**src/rtl/rtc_pkg.sv**
```systemverilog
package rtc_pkg;
    localparam int ADDR_W = 6;
    localparam int DATA_W = 32;

    localparam logic [ADDR_W-1:0] OFS_CTRL  = 6'h00;
    localparam logic [ADDR_W-1:0] OFS_SEC   = 6'h04;
    localparam logic [ADDR_W-1:0] OFS_ALARM = 6'h08;
    localparam logic [ADDR_W-1:0] OFS_TRIM  = 6'h0C;
    localparam logic [ADDR_W-1:0] OFS_PDOWN = 6'h20;
    localparam logic [ADDR_W-1:0] OFS_STORE = 6'h34;

    localparam int BIT_RDY   = 7;
    localparam int BIT_SECF  = 6;
    localparam int BIT_SECIE = 5;
    localparam int BIT_ALF   = 4;
    localparam int BIT_ALIE  = 3;
    localparam int BIT_ALEN  = 2;
    localparam int BIT_RUN   = 0;

    typedef enum logic {
        ST_READY  = 1'b0,
        ST_SETTLE = 1'b1
    } gate_state_t;
endpackage

```
**src/rtl/rtc_wr_gate.sv**
```systemverilog
module rtc_wr_gate
    import rtc_pkg::*;
#(
    parameter int BUSY_CYCLES = 4
) (
    input  logic clk,
    input  logic rst,
    input  logic wr_req,
    output logic wr_ready,
    output logic wr_acc
);
    localparam int CNT_W = $clog2(BUSY_CYCLES) + 1;
    localparam logic [CNT_W-1:0] CNT_LOAD = CNT_W'(BUSY_CYCLES - 1);

    gate_state_t state_q, state_d;
    logic [CNT_W-1:0] cnt_q, cnt_d;

    always_comb begin
        state_d = state_q;
        cnt_d   = cnt_q;
        unique case (state_q)
            ST_READY: begin
                if (wr_req) begin
                    state_d = ST_SETTLE;
                    cnt_d   = CNT_LOAD;
                end
            end
            ST_SETTLE: begin
                if (cnt_q == '0) begin
                    state_d = ST_READY;
                end else begin
                    cnt_d = cnt_q - 1'b1;
                end
            end
            default: state_d = ST_READY;
        endcase
    end

    always_ff @(posedge clk) begin
        if (rst) begin
            state_q <= ST_READY;
            cnt_q   <= '0;
        end else begin
            state_q <= state_d;
            cnt_q   <= cnt_d;
        end
    end

    always_comb begin
        wr_ready = (state_q == ST_READY);
        wr_acc   = wr_ready && wr_req;
    end


    acc_drops_ready_chk: assert property (@(posedge clk) disable iff (rst)
        wr_acc |=> !wr_ready);


    settle_bound_chk: assert property (@(posedge clk) disable iff (rst)
        (state_q == ST_SETTLE) |-> (cnt_q <= CNT_LOAD));
endmodule

```
**src/rtl/rtc_time_core.sv**
```systemverilog
module rtc_time_core
    import rtc_pkg::*;
(
    input  logic              clk,
    input  logic              rst,
    input  logic              tick,
    input  logic              ctrl_wr,
    input  logic              sec_wr,
    input  logic              alarm_wr,
    input  logic [DATA_W-1:0] wdata,
    output logic [DATA_W-1:0] sec_q,
    output logic [DATA_W-1:0] alarm_q,
    output logic              run_q,
    output logic              alen_q,
    output logic              secie_q,
    output logic              alie_q,
    output logic              secf_q,
    output logic              alf_q
);
    logic              tick_go;
    logic [DATA_W-1:0] sec_inc;
    logic              hit;
    logic              secf_keep;
    logic              alf_keep;

    always_comb begin
        tick_go   = tick && run_q;
        sec_inc   = sec_q + 1'b1;
        hit       = tick_go && alen_q && (sec_inc == alarm_q);
        secf_keep = !(ctrl_wr && !wdata[BIT_SECF]);
        alf_keep  = !(ctrl_wr && !wdata[BIT_ALF]);
    end

    always_ff @(posedge clk) begin
        if (rst) begin
            sec_q   <= '0;
            alarm_q <= '0;
            run_q   <= 1'b0;
            alen_q  <= 1'b0;
            secie_q <= 1'b0;
            alie_q  <= 1'b0;
            secf_q  <= 1'b0;
            alf_q   <= 1'b0;
        end else begin
            if (sec_wr)       sec_q <= wdata;
            else if (tick_go) sec_q <= sec_inc;
            if (alarm_wr) alarm_q <= wdata;
            if (ctrl_wr) begin
                run_q   <= wdata[BIT_RUN];
                alen_q  <= wdata[BIT_ALEN];
                secie_q <= wdata[BIT_SECIE];
                alie_q  <= wdata[BIT_ALIE];
            end
            secf_q <= tick_go || (secf_q && secf_keep);
            alf_q  <= hit || (alf_q && alf_keep);
        end
    end


    tick_step_chk: assert property (@(posedge clk) disable iff (rst)
        (tick && run_q && !sec_wr) |=> (sec_q == $past(sec_q) + 1'b1));


    secf_source_chk: assert property (@(posedge clk) disable iff (rst)
        $rose(secf_q) |-> $past(tick));


    alf_source_chk: assert property (@(posedge clk) disable iff (rst)
        $rose(alf_q) |-> ($past(tick) && $past(alen_q)));


    load_wins_chk: assert property (@(posedge clk) disable iff (rst)
        sec_wr |=> (sec_q == $past(wdata)));
endmodule

```
**src/rtl/rtc_sec_alarm.sv**
```systemverilog
module rtc_sec_alarm
    import rtc_pkg::*;
#(
    parameter int BUSY_CYCLES = 4
) (
    input  logic              clk,
    input  logic              rst,
    input  logic              bus_sel,
    input  logic              bus_we,
    input  logic [ADDR_W-1:0] bus_addr,
    input  logic [DATA_W-1:0] bus_wdata,
    output logic [DATA_W-1:0] bus_rdata,
    input  logic              tick,
    output logic              irq,
    output logic              pwr_down_req
);
    logic wr_req, wr_ready, wr_acc;
    logic ctrl_wr, sec_wr, alarm_wr, trim_wr, pdown_wr, store_wr;
    logic [DATA_W-1:0] sec_q, alarm_q, trim_q, store_q;
    logic run_q, alen_q, secie_q, alie_q, secf_q, alf_q, pdown_q;
    logic [7:0] ctrl_rd;

    assign wr_req = bus_sel && bus_we;

    rtc_wr_gate #(.BUSY_CYCLES(BUSY_CYCLES)) u_gate (
        .clk      (clk),
        .rst      (rst),
        .wr_req   (wr_req),
        .wr_ready (wr_ready),
        .wr_acc   (wr_acc)
    );

    always_comb begin
        ctrl_wr  = wr_acc && (bus_addr == OFS_CTRL);
        sec_wr   = wr_acc && (bus_addr == OFS_SEC);
        alarm_wr = wr_acc && (bus_addr == OFS_ALARM);
        trim_wr  = wr_acc && (bus_addr == OFS_TRIM);
        pdown_wr = wr_acc && (bus_addr == OFS_PDOWN);
        store_wr = wr_acc && (bus_addr == OFS_STORE);
    end

    rtc_time_core u_core (
        .clk      (clk),
        .rst      (rst),
        .tick     (tick),
        .ctrl_wr  (ctrl_wr),
        .sec_wr   (sec_wr),
        .alarm_wr (alarm_wr),
        .wdata    (bus_wdata),
        .sec_q    (sec_q),
        .alarm_q  (alarm_q),
        .run_q    (run_q),
        .alen_q   (alen_q),
        .secie_q  (secie_q),
        .alie_q   (alie_q),
        .secf_q   (secf_q),
        .alf_q    (alf_q)
    );

    always_ff @(posedge clk) begin
        if (rst) begin
            trim_q  <= '0;
            store_q <= '0;
            pdown_q <= 1'b0;
        end else begin
            if (trim_wr)  trim_q  <= bus_wdata;
            if (store_wr) store_q <= bus_wdata;
            if (pdown_wr) pdown_q <= bus_wdata[0];
        end
    end

    always_comb begin
        ctrl_rd            = '0;
        ctrl_rd[BIT_RDY]   = wr_ready;
        ctrl_rd[BIT_SECF]  = secf_q;
        ctrl_rd[BIT_SECIE] = secie_q;
        ctrl_rd[BIT_ALF]   = alf_q;
        ctrl_rd[BIT_ALIE]  = alie_q;
        ctrl_rd[BIT_ALEN]  = alen_q;
        ctrl_rd[BIT_RUN]   = run_q;
        case (bus_addr)
            OFS_CTRL:  bus_rdata = {{(DATA_W-8){1'b0}}, ctrl_rd};
            OFS_SEC:   bus_rdata = sec_q;
            OFS_ALARM: bus_rdata = alarm_q;
            OFS_TRIM:  bus_rdata = trim_q;
            OFS_PDOWN: bus_rdata = {{(DATA_W-1){1'b0}}, pdown_q};
            OFS_STORE: bus_rdata = store_q;
            default:   bus_rdata = '0;
        endcase
        irq          = (secf_q && secie_q) || (alf_q && alie_q);
        pwr_down_req = pdown_q;
    end


    busy_store_hold_chk: assert property (@(posedge clk) disable iff (rst)
        (wr_req && !wr_ready) |=> ($stable(store_q) && $stable(trim_q) && $stable(pdown_q)));


    pdown_source_chk: assert property (@(posedge clk) disable iff (rst)
        $rose(pwr_down_req) |-> $past(pdown_wr && bus_wdata[0]));


    irq_quiet_chk: assert property (@(posedge clk) disable iff (rst)
        (!secie_q && !alie_q) |-> !irq);
endmodule

```
**config.mk**
```make
export PLATFORM = sky130hd
export DESIGN_NAME = rtc_sec_alarm
export DESIGN_NICKNAME = d
export VERILOG_FILES = /design/src/rtl/rtc_pkg.sv /design/src/rtl/rtc_wr_gate.sv /design/src/rtl/rtc_time_core.sv /design/src/rtl/rtc_sec_alarm.sv
export SDC_FILE = /design/constraint.sdc
export NUM_CORES = 1
export LEC_CHECK = 0
export ABC_AREA = 1
export BUFFER_PORTS_ARGS = -buffer_cell sky130_fd_sc_hd__buf_2
export CAP_MARGIN = 20
export CORE_MARGIN = 1.5
export CORE_UTILIZATION = 45
export DETAILED_ROUTE_END_ITERATION = 10
export GPL_ROUTABILITY_DRIVEN = 0
export PLACE_DENSITY = 0.74
export SYNTH_ARGS = -nofsm -noshare
export SYNTH_HDL_FRONTEND = slang
export SYNTH_SLANG_ARGS = --single-unit
```
**constraint.sdc**
```tcl
create_clock -name clk -period 3.1 [get_ports clk]
set_input_delay 0.31 -clock clk [delete_from_list [all_inputs] [get_ports clk]]
set_output_delay 0.31 -clock clk [all_outputs]
set_load 0.01 [all_outputs]
```
# After elaboration in Yosys (flattened, before gate mapping)
# Index checks and enable logic that the tools add are counted.
totals:
  ff_bits: 139
  inputBits: 43
  out_inout_bits: 34
  elab_cells: 61
classes:
  add_sub_neg: 2
  eq_ne: 8
  n_mux: 9
  bitwise: 1
  reduce_logical: 28
ops:
  columns: ["cell", "n"]
  rows:
  - ["32-bit case mux with 6 select lines", 1]
  - ["32-bit two-way mux", 2]
  - ["32-bit by 1-bit adder with 32-bit output, second input constant", 1]
  - ["32-bit == test", 1]
  - ["1-bit logical AND", 17]
  - ["6-bit by 4-bit == test with 1-bit output, second input constant", 2]
  - ["6-bit == test, second input constant", 2]
  - ["6-bit by 3-bit == test with 1-bit output, second input constant", 1]
  - ["6-bit zero test", 1]
  - ["3-bit two-way mux", 2]
  - ["3-bit case mux with 2 select lines", 1]
  - ["1-bit zero test", 4]
  - ["3-bit zero test", 1]
  - ["1-bit logical OR", 3]
  - ["3-bit by 1-bit subtractor with 3-bit output, second input constant", 1]
  - ["1-bit two-way mux", 2]
  - ["2-bit by 1-bit inequality test with 1-bit output, second input constant", 1]
  - ["2-bit inequality test, second input constant", 1]
  - ["1-bit case mux with 2 select lines", 1]
  - ["2-bit AND reduction", 1]
  - ["2-bit nonzero test", 1]
  - ["1-bit inverter", 1]

# Depth between registers and ports, before layout
depth:
  depth_word: 7
  ltp_mapped: 15
  depth_no_buf: 15

# Hierarchy
# A second synthesis with hierarchy kept.
unflattened:
  cells_unflattened: 1378
  area_unflattened_um2: 8438.1
by_module_without_submodules:
  columns: ["module", "instances", "cells_per_inst", "area_each_um2", "seq_area_each_um2"]
  rows:
  - ["rtc_time_core", 1, 711, 4354.2, 1401.3]
  - ["rtc_sec_alarm", 1, 640, 3867.5, 1301.2]
  - ["rtc_wr_gate", 1, 27, 216.5, 80.1]

# Least setup slack after synthesis
# Ideal clock, no wire load.
synth_timing:
  kind: "register to register"
  start: "register u_core.sec_q[0]"
  end: "register u_core.alf_q"
  setup_ns: 0.067
  arrival_time_ns: 1.722
  t_required_ns: 3.033
  path_slack_ns: 1.311
  path_stages_with_launch: 16
  n_path_buf: 0
  period_less_slack_ns: 1.789
  cell_sequence: "dfxtp_1 -> ha_1 -> nand2_2 -> nor2_8 -> nand2_4 -> nor2_8 -> nand2_1 -> nand2_1 -> nand2_1 -> nand2_1 -> nand2_1 -> nor2_1 -> nand2_1 -> nor2_1 -> nand3_1 -> a21oi_2"
synth_between:
  elab_chain_cells: 4
synth_lines:
  columns: ["item", "line", "rtl"]
  rows:
  - ["start, declared", "rtc_time_core.sv:11", "output logic [DATA_W-1:0] sec_q,"]
  - ["start signal, assigned", "rtc_time_core.sv:45", "if (sec_wr) sec_q <= wdata;"]
  - ["start signal, assigned", "rtc_time_core.sv:46", "else if (tick_go) sec_q <= sec_inc;"]
  - ["32-bit by 1-bit adder with 32-bit output", "rtc_time_core.sv:28", "sec_inc = sec_q + 1'b1;"]
  - ["32-bit == test", "rtc_time_core.sv:29", "hit = tick_go && alen_q && (sec_inc == alarm_q);"]
  - ["1-bit logical AND", "rtc_time_core.sv:29", null]
  - ["1-bit logical OR", "rtc_time_core.sv:55", "alf_q <= hit || (alf_q && alf_keep);"]
  - ["end signal, assigned", "rtc_time_core.sv:55", null]
  - ["end, declared", "rtc_time_core.sv:18", "output logic alf_q"]
# No other way between the ends.
# A chain may end at the register's enable or synchronous reset.

# Final worst setup path
layout_timing:
  start: "register u_core.sec_q[1]"
  end: "register u_core.alf_q"
# The elaborated chain is that of the path after synthesis.

==> run_results.csv <==
group,metric,value,unit
run_status,status,"finished clean",
logic_synthesis,synth.avg_cell_area,6.455,um^2
timing,fmax,0.4208,GHz
setup_path,cp_slowest_cell,"dfxtp_1",
detailed_routing,vias,8094,
cells_and_area,drive_gt1_share,13.08,%
setup_path,crit_buf_inv,0,
floorplan,core-area,0.01652,mm^2
setup_path,cp-end-kind,"flip-flop",
placed_design,dp_cells,1434,
setup_path,critPathKind,"flip-flop to flip-flop",
detailed_routing,route.detailed.drc,0,
cells_and_area,area_growth_syn_to_layout,15.39,%
logic_synthesis,async_reset_ff_share,0,%
timing,hold_viol,0,
hold_path,hold-path-endpoint,"store_q[29]$_SDFFE_PP0P_",
power,vdd_drop_max,423.4,uV
clock_network,cts_tree,"built",
timing,finClkSkew,0.006683,ns
clock_network,h-tree-depth,4,
setup_path,r2r-start,"u_core.sec_q[1]$_SDFFE_PP0P_",
cells_and_area,final_cells,1466,
logic_synthesis,synth_edf_count,0,
cells_and_area,num_antenna_cells,0,
timing,worst_pin_slew,0.9874,ns
detailed_routing,antenna_left,0,
floorplan,die_width,132.8,um
timing,fin_setup_tns,0,ns
setup_path,critPathArrivalTime,2.74,ns
floorplan,dieArea,0.01763,mm^2
logic_synthesis,synth_cell_types,37,
flow_run,max_cap_viol_count,0,
detailed_routing,post_drt_wl_per_cell,16.15,um
timing,relSlewSlack,34.18,%
timing,setup_slack,0.7237,ns
floorplan,row_count,47,
timing,grt_setup_unrepaired,"no",
placed_design,port_buffers,76,
setup_path,rr_worst_depth,15,
detailed_routing,drt-initial-drc-count,833,
timing,setup_viol,0,
setup_path,cp-start-kind,"flip-flop",
timing,post-route-min-period,2.376,ns
logic_synthesis,netlist_instances,1174,
clock_network,post_cts_buffers,0,
global_routing,grt_pass1_wl,38.41,mm
setup_path,crit_required,3.47,ns
global_routing,grt_usage,27.39,%
clock_network,cts_buffers,17,
setup_path,regToRegEndpoint,"u_core.alf_q$_SDFF_PP0_",
power,p_leak,3.604,nW
timing,maxSlewViolCount,0,
setup_path,crit_path_cell_trace,"ha_1 > nand2_2 > nor2_8 > nand2_4 > nor2_2 > nand2_1 > nand2_1 > nand2_1 > nand2_1 > nand2_1 > nor2_1 > nand2_1 > nor2_1 > nand3_1 > a21oi_2",
hold_path,whs_path_depth,3,
logic_synthesis,synth_flop_cell,"dfxtp_1",
global_routing,grt_max_degree,111,
clock_network,clockBufferDepth,2,
power,pwr_density_cell,466.5,mW/mm^2
hold_path,min_path_type,"primary input to flip-flop",
clock_network,ctsHoldBuffers,0,
logic_synthesis,ys_seq_area_share,36.72,%
placed_design,hpwl,16.06,mm
hold_path,hold_path_startpoint,"bus_wdata[29]",
setup_path,critical_path.top_delay_family,"simple AND/OR/NAND/NOR gates",
detailed_routing,via_per_inst,5.521,
setup_path,cpMostUsedCell,"nand2_1",
timing,final.period_utilization,76.66,%
clock_network,root_buffer,"clkbuf_16",
cells_and_area,final_nets,1279,
setup_path,slowest_delay,0.46,ns
setup_path,ff2ff_setup_slack,0.72,ns
logic_synthesis,synthTopCellsByArea,"dfxtp_1 37%, nand2_1 14%, nor2_1 9.4%",
setup_path,crit_fanout,6,
placed_design,pre_cts_ws,0.6689,ns
global_routing,antenna_found_initial,0,
floorplan,fp.dieH,132.8,um
logic_synthesis,syn_nets,1220,
floorplan,pin_count,77,
clock_network,clock-sinks,139,
logic_synthesis,synth_largest_area_cell,"dfxtp_1",
clock_network,cts_resized,0,
logic_synthesis,synthesis.area,0.007579,mm^2
logic_synthesis,synth-warning-count,0,
global_routing,grt_pass1_vias,7509,
detailed_routing,dr.pass1.iters,5,
logic_synthesis,ys_seq_elements,139,
logic_synthesis,yosys.area.top_type_share,36.72,%
floorplan,start_util,45.86,%
clock_network,insertion_delay,0.43,ns
global_routing,grt-ovfl-total,0,
clock_network,clk_pin_slew_worst_paths,0.06,ns
detailed_routing,routed_wl,23.68,mm
-- metrics by stage --
step                      instance area [um^2]  utilization [%]  power, mW  hold slack (ns)
after floorplan                           7579                -      1.916           0.4449
after global placement                    8135            49.23      1.989           0.4631
after detailed placement                  8135            49.23      1.990           0.4718
after CTS                                 8745            52.92      4.091           0.1359
after global routing                      8745            52.92      4.183           0.1655
final                                     8745            52.92      4.080           0.1514
-- cells in the mapped netlist (all sizes together) (2+ instances only) --
| cell | count |
|---|---|
| nor2 | 206 |
| nor3 | 2 |
| a31oi | 22 |
| clkbuf | 33 |
| xor2 | 3 |
| buf | 17 |
| nand2 | 295 |
| dfxtp | 139 |
| nand3b | 3 |
| o21ai | 137 |
| a31o | 2 |
| and2 | 2 |
| o2111ai | 7 |
| xnor3 | 2 |
| o211ai | 7 |
| a221oi | 14 |
| o22ai | 6 |
| a22oi | 8 |
| nand3 | 85 |
| ha | 3 |
| inv | 116 |
| o221ai | 3 |
| a21oi | 60 |
-- report_power, final --
part	internal, mW	switching, mW
combinational	0.0473	0.106
sequential	1.80	0.00555
clock	1.29	0.837
-- final cells by class --
cell class | instances | area [um^2]
Clock inverter | 14 | 170.2
Clock buffer | 18 | 439.2
Inverter | 116 | 436.7
Multi-Input combinational cell | 869 | 4155
Sequential cell | 139 | 2783
Tap cell | 220 | 275.3
Timing Repair Buffer | 90 | 485.5
Fill cell | 1623 | 7780
-- cells by family after synthesis --
kind of cell	synth area share [%]
adders and majority gates	0.4953
DFF	36.72
buffers and inverters	8.519
xor gates and xnor gates	0.9411
AOI/OAI and AO/OA	20.08
and+or+nand+nor	33.25
-- worst register-to-register path, delay by kind of cell (launching register included) --
family	cells	cell delay [ns]
AND/OR/NAND/NOR	13	1.45
flip-flops	1	0.46
AO/OA/AOI/OAI	1	0.14
adder cells (fa/ha/maj)	1	0.27
-- worst max path at each step --
stage,startpoint,to,slack [ns],cells after the start
floorplan,u_core.sec_q[0]$_SDFFE_PP0P_,u_core.alf_q$_SDFF_PP0_,1.31,15
global placement,bus_addr[5],u_core.alarm_q[12]$_SDFFE_PP0P_,0.70,9
detailed placement,bus_addr[5],u_core.alarm_q[27]$_SDFFE_PP0P_,0.67,9
CTS,u_core.sec_q[1]$_SDFFE_PP0P_,u_core.alf_q$_SDFF_PP0_,0.75,15
global route,u_core.sec_q[1]$_SDFFE_PP0P_,u_core.alf_q$_SDFF_PP0_,0.57,13
finish,u_core.sec_q[1]$_SDFFE_PP0P_,u_core.alf_q$_SDFF_PP0_,0.72,15
-- layout by cell type (no fill, tap or decap), types with 3 or more instances in the layout --
master,synthesis,routed
clkinv_2,0,4
o21ai_0,134,134
dfxtp_1,139,139
o2111ai_1,7,7
nand3b_1,3,3
a221oi_1,14,14
nor2_1,190,188
a31oi_1,22,22
inv_2,6,6
nand3_1,84,84
o21ai_1,3,3
nor2_8,3,3
nand2_2,9,9
bufinv_16,0,3
ha_1,3,3
nand2_1,284,284
buf_2,15,76
xor2_1,3,3
a22oi_1,8,8
inv_1,110,109
nor2_2,5,7
clkbuf_16,0,17
o22ai_1,6,6
o211ai_1,7,7
clkinvlp_4,0,4
buf_4,1,14
a21oi_1,59,59
o221ai_1,3,3
nor2_4,8,8
-- per-layer routing --
layer,vias up,track usage (%),share of wire (%)
li1,3993,-,-
met1,3699,36.57,45
met2,360,43.51,45
met3,42,5.402,7.8
met4,0,11.11,2.3
met5,-,0,0
-- state kept, by name, summed over array words and instances (netlist names) --
| register | flops |
|---|---|
| trim_q | 32 |
| pwr_down_req | 1 |
| u_core.secie_q | 1 |
| u_gate.cnt_q | 3 |
| u_core.alie_q | 1 |
| u_core.run_q | 1 |
| u_core.alarm_q | 32 |
| u_core.secf_q | 1 |
| u_core.alen_q | 1 |
| u_gate.state_q | 1 |
| store_q | 32 |
| u_core.sec_q | 32 |
| u_core.alf_q | 1 |
Note: power is estimated with default switching activity, not from simulation.
